<file path="config.mk">
export PLATFORM = sky130hd
export DESIGN_NAME = spi_cmd_decoder
export DESIGN_NICKNAME = d
export VERILOG_FILES = /design/src/rtl/spi_cmd_decoder.sv
export SDC_FILE = /design/constraint.sdc
export NUM_CORES = 1
export LEC_CHECK = 0
export ABC_AREA = 0
export BUFFER_PORTS_ARGS = -buffer_cell sky130_fd_sc_hd__buf_4
export CAP_MARGIN = 20
export CORE_MARGIN = 2
export CORE_UTILIZATION = 49
export CTS_CLUSTER_DIAMETER = 200
export DETAILED_ROUTE_END_ITERATION = 6
export GPL_TIMING_DRIVEN = 1
export PLACE_DENSITY = 0.82
export SYNTH_ARGS = -nofsm -noshare
export SYNTH_HDL_FRONTEND = slang
export SYNTH_SLANG_ARGS = --single-unit
</file>
<file path="constraint.sdc">
create_clock -name clk -period 2.06 [get_ports clk]
set_input_delay 0.309 -clock clk [delete_from_list [all_inputs] [get_ports clk]]
set_output_delay 0.309 -clock clk [all_outputs]
set_load 0.03 [all_outputs]
</file>
<file path="src/rtl/spi_cmd_decoder.sv">
`timescale 1ns/1ps
module spi_cmd_decoder (
  input  logic        clk,
  input  logic        rst_n,
  input  logic        cs_n,
  input  logic        sck,
  input  logic        si,
  output logic        so,
  output logic        mr_pulse,
  output logic        ctrl_we,
  output logic [15:0] ctrl_wdata,
  input  logic [15:0] ctrl_rdata,
  input  logic [7:0]  stat_rdata,
  output logic        fifo_pop,
  input  logic        fifo_empty,
  input  logic [31:0] fifo_rdata,
  output logic        div_we,
  output logic [7:0]  div_wdata,
  input  logic [7:0]  div_rdata,
  output logic        lbl_all_clr,
  output logic        lbl_all_set,
  output logic        lbl_we,
  output logic [7:0]  lbl_addr,
  output logic        lbl_wbit,
  input  logic        lbl_rbit
);
  typedef enum logic [1:0] {PH_OP, PH_WR, PH_RD, PH_DONE} phase_t;

  logic [2:0]  sck_s, cs_s, si_s;
  logic        sck_rise, sck_fall, sel, sdi;
  phase_t      ph;
  logic [7:0]  opc;
  logic [8:0]  bcnt, wr_len;
  logic [31:0] sh;
  logic        so_q;
  logic [7:0]  op_full;
  logic [31:0] sh_in, next_word;

  always_ff @(posedge clk or negedge rst_n)
    if (!rst_n) begin
      sck_s <= '0;
      cs_s  <= '1;
      si_s  <= '0;
    end else begin
      sck_s <= {sck_s[1:0], sck};
      cs_s  <= {cs_s[1:0], cs_n};
      si_s  <= {si_s[1:0], si};
    end

  assign sck_rise  = sck_s[1] & ~sck_s[2];
  assign sck_fall  = ~sck_s[1] & sck_s[2];
  assign sel       = ~cs_s[1];
  assign sdi       = si_s[1];
  assign op_full   = {opc[6:0], sdi};
  assign sh_in     = {sh[30:0], sdi};
  assign next_word = fifo_empty ? 32'd0 : fifo_rdata;
  assign so        = so_q & ~cs_n;
  assign ctrl_wdata = sh[15:0];
  assign div_wdata  = sh[7:0];

  always_comb
    case (opc)
      8'h10:   wr_len = 9'd16;
      8'h06:   wr_len = 9'd256;
      default: wr_len = 9'd8;
    endcase

  always_ff @(posedge clk or negedge rst_n)
    if (!rst_n) begin
      ph <= PH_OP;
      opc <= '0;
      bcnt <= '0;
      sh <= '0;
      so_q <= 1'b0;
      lbl_addr <= '0;
      lbl_wbit <= 1'b0;
      mr_pulse <= 1'b0;
      ctrl_we <= 1'b0;
      fifo_pop <= 1'b0;
      div_we <= 1'b0;
      lbl_all_clr <= 1'b0;
      lbl_all_set <= 1'b0;
      lbl_we <= 1'b0;
    end else begin
      mr_pulse <= 1'b0;
      ctrl_we <= 1'b0;
      fifo_pop <= 1'b0;
      div_we <= 1'b0;
      lbl_all_clr <= 1'b0;
      lbl_all_set <= 1'b0;
      lbl_we <= 1'b0;
      if (!sel) begin
        ph <= PH_OP;
        bcnt <= '0;
        so_q <= 1'b0;
      end else if (sck_rise) begin
        case (ph)
          PH_OP: begin
            opc <= op_full;
            bcnt <= bcnt + 9'd1;
            if (bcnt == 9'd7) begin
              bcnt <= '0;
              ph <= PH_DONE;
              case (op_full)
                8'h01: mr_pulse <= 1'b1;
                8'h02: lbl_all_clr <= 1'b1;
                8'h03: lbl_all_set <= 1'b1;
                8'h04, 8'h05, 8'h07, 8'h10: ph <= PH_WR;
                8'h06: begin ph <= PH_WR; lbl_addr <= 8'h00; end
                8'h08, 8'h09: begin
                  ph <= PH_RD;
                  sh <= next_word;
                  fifo_pop <= ~fifo_empty;
                end
                8'h0A: begin ph <= PH_RD; sh <= {stat_rdata, 24'd0}; end
                8'h0B: begin ph <= PH_RD; sh <= {ctrl_rdata, 16'd0}; end
                8'h0C: begin ph <= PH_RD; sh <= {div_rdata, 24'd0}; end
                8'h0D: begin ph <= PH_RD; lbl_addr <= 8'hFF; end
                default: ;
              endcase
            end
          end
          PH_WR: begin
            sh <= sh_in;
            bcnt <= bcnt + 9'd1;
            if (opc == 8'h06) begin
              lbl_we <= 1'b1;
              lbl_wbit <= sdi;
              lbl_addr <= lbl_addr - 8'd1;
            end
            if (bcnt == wr_len - 9'd1) begin
              ph <= PH_DONE;
              case (opc)
                8'h10: ctrl_we <= 1'b1;
                8'h07: div_we <= 1'b1;
                8'h04, 8'h05: begin
                  lbl_we <= 1'b1;
                  lbl_addr <= sh_in[7:0];
                  lbl_wbit <= opc[0];
                end
                default: ;
              endcase
            end
          end
          default: ;
        endcase
      end else if (sck_fall && ph == PH_RD) begin
        if (opc == 8'h0D) begin
          so_q <= lbl_rbit;
          lbl_addr <= lbl_addr - 8'd1;
        end else begin
          so_q <= sh[31];
          bcnt <= bcnt + 9'd1;
          if (opc == 8'h09 && bcnt[4:0] == 5'd31) begin
            sh <= next_word;
            fifo_pop <= ~fifo_empty;
          end else begin
            sh <= {sh[30:0], 1'b0};
          end
        end
      end
    end
endmodule

</file>
==> impl_results.md, run 1 <==
* Top-count cell post-synth: dfrtp_1
* Share of the synthesized area in the top cell type at 38.5%
* IO Pins at 112
* ANT nets after route at 0
* Worst min path class: in2reg
* Filler instances at 503
* Fmax at 421 MHz
* Synthesized Nets at 600
* CTS Buf Count at 9
* R2R cell count at 9
* Failing checks: setup timing
* Final setup fails at 45
* Global route total overflow at 0
* Die Y at 102 µm
* HPWL after DPL at 10200 µm
* Yosys warning total at 0
* Part of the cycle the worst path needs at 115%
* CP max FO at 3
* Peak VDD IR at 0.597 mV
* Vias in the first global route at 5133
* Area delta synth->final at 53.2%
* Die area at 10500 µm²
* Total core area at 9330 µm²
* Cell Count, Final, Fillers Out at 833
* Hold Startpoint: si
* Reg-to-reg critical path startpoint: bcnt[4]
* Vias at 5534
* Layout cells sized above 1 at 51.7%
* Clk pwr share at 18.2%
* DRT Pass-1 Iters at 6
* Syn avg cell area at 9.03 µm²
* Switch Pwr at 2.87 mW
* DP Worst Slack at -0.385 ns
* Final hold vios at 0
* First-pass GRT wire length at 24800 µm
* Gp weighted congestion at 0.895
* Outcome: finished with violations
* Startpoint types: register
* DR DRC count at 0
* Rel. slew slack at 62.5%
* CTS clk-pin slew, worst paths at 0.10 ns
* Nets at 773
* Yosys top cell by area: dfrtp_1
* Critical R2R Capture: lbl_addr[5]
* Async set-reset flop share out of synthesis at 100%
* Largest net degree at the start of global routing at 45
* Final min period at 2.38 ns
* Post-placement cell count at 788
* Post-synthesis sequential area ratio at 39.6%
* Synthesized area at 4750 µm²
* WP data required at 2.35 ns
* Power density over the cells at 937 nW/µm²
* Critical path class: reg2reg
* Synth top cells by count: 73 x dfrtp_1, 63 x nor2_1, 41 x a21oi_1, 26 x buf_4
* Switching portion of total power at 42.1%
* CTS max path bufs at 2
* Nature of the critical path endpoint: register
* WL/cell at 22.7 µm
* RSZ-0062 raised after global routing: yes
* Cells after Synth at 526
* Tot GR Track Use at 30.1%
* Pins over their slew limit at 0
* Via density at 6.64
* Primary FF master, synth: dfrtp_1
* Sink Count at 75
* Port bufs at 111
* Max-cap viol count at 0
* Initial Utilization at 50.9%
* Flop pwr share at 32.5%
* R2R Setup Slk at -0.32 ns
* Rows at 35
* Comb pwr share at 49.2%
* Seq cells post-synth at 75
* Critical Path AT at 2.67 ns
* Ranking of synthesized cells by area: dfrtp_1 38%, nor2_1 5.0%, a21oi_1 4.3%
* Clk_skew at 0.0212 ns
* Worst hold stages at 1
* Wirelength, routed at 18900 µm
* Die width at 102 µm
* H-tree depth at 3
* DR iter-0 viols at 752
* LEAKAGE at 3.08 nW
* Diodes inserted at 0
* Initial antenna violation count at 0
* CTS root buf: clkbuf_8
* Unique masters post-synth at 62
* Final WS setup at -0.318 ns
* Measured slew at the worst slew-check pin at 0.561 ns
* Clock Latency Late Sink at 0.37 ns
* WHS Endpoint: si_s[0]
* Post-synth EDFFs at 0
* Pint at 3.95 mW
* CTS tree: built
[routing by layer]
metal / vias up / GRT usage (%) / wire length, µm / share of wire (%)
li1: 2302 / - / - / -
met2: 509 / 50.2 / 8930 / 47
met5: - / 0 / 0 / 0
met1: 2573 / 38.3 / 6870 / 36
met4: 0 / 12.8 / 1200 / 6.4
met3: 150 / 5.54 / 1930 / 10
[how the worst max path moves through the flow]
stage                  from     endpoint  slack, ns  cells past startpoint
finish              bcnt[4]  lbl_addr[5]      -0.32                      9
global route        bcnt[4]  lbl_addr[6]      -0.35                      6
CTS                  opc[1]  lbl_addr[6]      -0.17                      7
detailed placement  bcnt[1]       sh[15]      -0.38                      9
global placement    bcnt[1]        sh[3]      -0.28                      9
floorplan           bcnt[4]  lbl_addr[1]      -0.13                      6
[layout make-up]
class,instances,area [µm²],share of cell area (%)
clock buffers,10,138,1.89
inverters,4,15.0,0.206
flip-flops and latches,75,1880,25.9
multi-input cells,391,3170,43.5
clock inverters,6,71.3,0.980
repair buffers,218,1840,25.3
well taps,129,161,2.22
[state kept, by name (all words and copies together) (netlist names), 2 cells and up]
register and count:
bcnt 9, cs_s 2, lbl_addr 8, opc 8
ph 2, sck_s 3, sh 32, si_s 2
[critical path, stage by stage (launching register included)]
cell,delay [ns]
dfrtp_1,0.38
or4_4,0.58
nor3_4,0.35
buf_6,0.17
a31oi_4,0.09
buf_4,0.16
buf_4,0.13
nor2_1,0.18
o22ai_1,0.15
o21ai_1,0.12
[logic make-up (layout without fill, tap and decap cells)]
group | after synthesis | after routing | share of synthesized area [%]
AOI/OAI and AO/OA | 164 | 164 | 23.5
xor gates and xnor gates | 8 | 8 | 1.47
adders and majority gates | 3 | 3 | 0.790
buffers and inverters | 61 | 238 | 7.53
DFF | 75 | 75 | 39.6
muxes | 24 | 24 | 5.29
and+or+nand+nor | 191 | 192 | 21.9
[power groups by stage]
stage                     Combinational (mW)  Sequential [mW]  Clock, mW
after detailed placement                2.63             2.14          0
after global routing                    3.55             2.24       1.30
final                                   3.36             2.22       1.24
after CTS                               2.84             2.12       1.22
after global placement                  2.57             2.11          0
after floorplan                         1.58             2.20          0
[timing repair]
| action | CTS | global route |
|---|---|---|
| endpoints found under the setup margin | 51 | 49 |
| gates cloned | 5 | 2 |
| gates resized for setup | 44 | 113 |
| pin swaps | 20 | 29 |
| hold buffers | 1 | 0 |
| buffers inserted | 20 | 8 |
| hold endpoints to repair | 31 | 0 |
[layout by cell type (no fill, tap or decap), drive strengths merged, types with 2 or more instances in the layout]
cell	n
o21ai	27
and2	3
a21oi	41
a211oi	3
a21o	2
a2111oi	2
nand2	22
nor4	6
xnor2	8
a31oi	15
a41o	2
a22o	12
and3	17
clkbuf	11
nand3b	2
mux2	9
nor3b	4
inv	6
nor2b	22
ha	3
or3	6
a22oi	23
nor3	13
a32oi	4
nor2	64
dfrtp	73
clkinvlp	2
nand2b	7
buf	216
dfstp	2
nand3	10
a221oi	14
mux2i	15
o22a	6
nor4b	2
o22ai	8
o311ai	2
nor4bb	2
or2	3
or4	2
[through the flow]
step / instance area, µm² / hold slack (ns) / power [mW] / TNS (ns) / utilization, %
after global routing: 7280 / 0.0429 / 7.08 / -11.23 / 78.0
after detailed placement: 6130 / 0.293 / 4.78 / -9.29 / 65.7
after floorplan: 4860 / 0.0134 / 3.77 / -2.95 / -
final: 7280 / 0.0501 / 6.82 / -9.93 / 78.0
after CTS: 6810 / 0.0514 / 6.18 / -5.18 / 73.0
after global placement: 6130 / 0.280 / 4.68 / -7.64 / 65.7
(Power assumes the default switching activity.)
==> inputs of run 2 (changes only) <==
- CORE_UTILIZATION: 49 -> 55
- PLACE_DENSITY: 0.82 -> 0.86
- clock period: 2.06 -> 2.2 ns (I/O delays scaled with it)
==> run 2 against run 1 <==
The flow still finishes with violations (setup timing). Die area shrank 10%. Routed wire length shrank 11%. Sequential share of layout area grew 1.9 points. Sequential power shrank 7%. Worst setup slack gained 0.073 ns. Clock power is essentially flat. Clock skew shrank 0.0068 ns. Register-to-register slack gained 0.07 ns. Final cell count shrank 5.5%. Highest routed layer unchanged.
==> impl_results.md, run 2 (synthesis gave the netlist of run 1 again) <==
* Final min period at 2.44 ns (was 2.38 ns)
* CP max FO at 18 (was 3)
* DRT Pass-1 Iters at 5 (was 6)
* Measured slew at the worst slew-check pin at 0.974 ns (was 0.561 ns)
* LEAKAGE at 2.94 nW (was 3.08 nW)
* HPWL after DPL at 9360 µm (was 10200 µm)
* Rel. slew slack at 35.0% (was 62.5%)
* Sink Count at 75 (unchanged)
* CTS max path bufs at 2 (unchanged)
* Worst min path class: in2reg (unchanged)
* Global route total overflow at 0 (unchanged)
* CTS clk-pin slew, worst paths at 0.10 ns (about the same)
* Nature of the critical path endpoint: register (unchanged)
* Layout cells sized above 1 at 42.8% (was 51.7%)
* Peak VDD IR at 0.603 mV (was 0.597 mV)
* Clk_skew at 0.0144 ns (was 0.0212 ns)
* Port bufs at 111 (unchanged)
* CTS tree: built (unchanged)
* Largest net degree at the start of global routing at 76 (was 45)
* Tot GR Track Use at 32.1% (was 30.1%)
* Worst hold stages at 1 (unchanged)
* H-tree depth at 3 (unchanged)
* CTS Buf Count at 9 (unchanged)
* Nets at 751 (was 773)
* Gp weighted congestion at 0.916 (was 0.895)
* Final setup fails at 43 (was 45)
* WP data required at 2.46 ns (was 2.35 ns)
* Via density at 6.69 (was 6.64)
* Die width at 96.9 µm (was 102 µm)
* Rows at 33 (was 35)
* Critical path class: reg2reg (unchanged)
* IO Pins at 112 (unchanged)
* Diodes inserted at 0 (unchanged)
* Critical Path AT at 2.71 ns (was 2.67 ns)
* Max FFs per register at 32 (unchanged)
* Fmax at 409 MHz (was 421 MHz)
* Failing checks: setup timing (unchanged)
* Clock Latency Late Sink at 0.37 ns (about the same)
* Fin area at 6770 µm² (was 7280 µm²)
* Most frequent cells in the layout: 175 x buf_4, 71 x dfrtp_1, 59 x nor2_1, 28 x a21oi_1, 21 x nor2b_1 (was 189 x buf_4, 71 x dfrtp_1, 40 x nor2_1, 23 x a22oi_1, 22 x a21oi_1)
* R2R cell count at 10 (was 9)
* Die Y at 96.9 µm (was 102 µm)
* Largest Register: sh (unchanged)
* First-pass GRT wire length at 24800 µm (about the same)
* DP Worst Slack at -0.300 ns (was -0.385 ns)
* Power density over the cells at 883 nW/µm² (was 937 nW/µm²)
* Pins over their slew limit at 0 (unchanged)
* Vias at 5266 (was 5534)
* Max-cap viol count at 0 (unchanged)
* Total core area at 8300 µm² (was 9330 µm²)
* Die area at 9400 µm² (was 10500 µm²)
* ANT nets after route at 0 (unchanged)
* CTS root buf: clkbuf_8 (unchanged)
* Most common cell after layout, fill and taps aside: buf_4 (unchanged)
* Leading registers by flop count: sh: 32 flops, bcnt: 9 flops (unchanged)
* Final Util at 81.6% (was 78.0%)
* Wirelength, routed at 16900 µm (was 18900 µm)
* Area delta synth->final at 42.5% (was 53.2%)
* DR DRC count at 0 (unchanged)
* Initial antenna violation count at 0 (unchanged)
* Initial Utilization at 57.2% (was 50.9%)
* WL/cell at 21.5 µm (was 22.7 µm)
* Startpoint types: register (unchanged)
* Placed cell area at 5860 µm² (was 6130 µm²)
* DR iter-0 viols at 621 (was 752)
* RSZ-0062 raised after global routing: yes (unchanged)
* Vias in the first global route at 5020 (was 5133)
* Part of the cycle the worst path needs at 111% (was 115%)
* Final hold vios at 0 (unchanged)
* Final WS setup at -0.245 ns (was -0.318 ns)
* Outcome: finished with violations (unchanged)
run 2: cell types whose count changed in the layout (fill, tap and decap cells not counted), moves of 6 or more:
cell and delta:
nor2_1 +19, buf_4 -14, nor2_4 -13, a21oi_2 -7, a21oi_1 +6, a22oi_1 -6, a22oi_2 +6, and3_1 +6
and3_4 -6, nor2_2 -6
run 2: timing repair:
item / CTS / global route
gates cloned: 5 / 0
buffers inserted: 13 / 9
gates resized for setup: 46 / 46
hold buffers: 0 / 0
setup endpoints to repair: 41 / 51
pin swaps: 31 / 12
run 2: area by class of cell:
cell class	count	area (µm²)
Clock buffer	10	138
Fill cell	427	1530
Multi-Input combinational cell	390	2840
Sequential cell	75	1880
Tap cell	105	131
Timing Repair Buffer	197	1670
Inverter	4	15.0
Clock inverter	6	95.1
run 2: per-stage QoR:
stage	TNS, ns	cells	total power, mW	hold slack, ns
2_1_floorplan	0	526	3.48	0.0344
3_3_place_gp	-1.92	746	4.19	0.335
3_5_place_dp	-6.23	746	4.29	0.336
4_1_cts	-1.77	779	5.64	0.0713
5_1_grt	-8.18	787	6.20	0.0654
6_report	-5.75	787	5.98	0.0624
run 2: per-layer routing:
layer | wire length, µm | track usage [%] | vias to the layer above
met2 | 8310 | 52.9 | 417
met4 | 959 | 17.8 | 0
li1 | - | - | 2253
met5 | 0 | 0 | -
met3 | 1530 | 5.56 | 108
met1 | 6100 | 40.0 | 2488
run 2: critical path, cell delays in order (launching register included):
cell      delay (ns)
dfrtp_1         0.46
buf_4           0.17
nor3_2          0.34
buf_4           0.23
o211ai_1        0.12
buf_4           0.25
a21oi_4         0.20
nor2_4          0.09
buf_12          0.15
a22oi_1         0.21
a21oi_1         0.10
run 2: worst paths after layout:
check | from | endpoint | slack [ns]
min reg2reg | cs_s[0] | cs_s[1] | 0.36
max reg2reg | opc[5] | sh[13] | -0.24
min | sck | sck_s[0] | 0.06
min in group asynchronous | rst_n | lbl_we | 0.11
max | opc[5] | sh[13] | -0.24
max in group asynchronous | rst_n | opc[0] | 1.40
run 2: report_power, final:
part | internal, mW | switching (mW) | total (mW)
Combinational | 1.18 | 1.46 | 2.63
Sequential | 1.66 | 0.411 | 2.07
Clock | 0.682 | 0.589 | 1.27
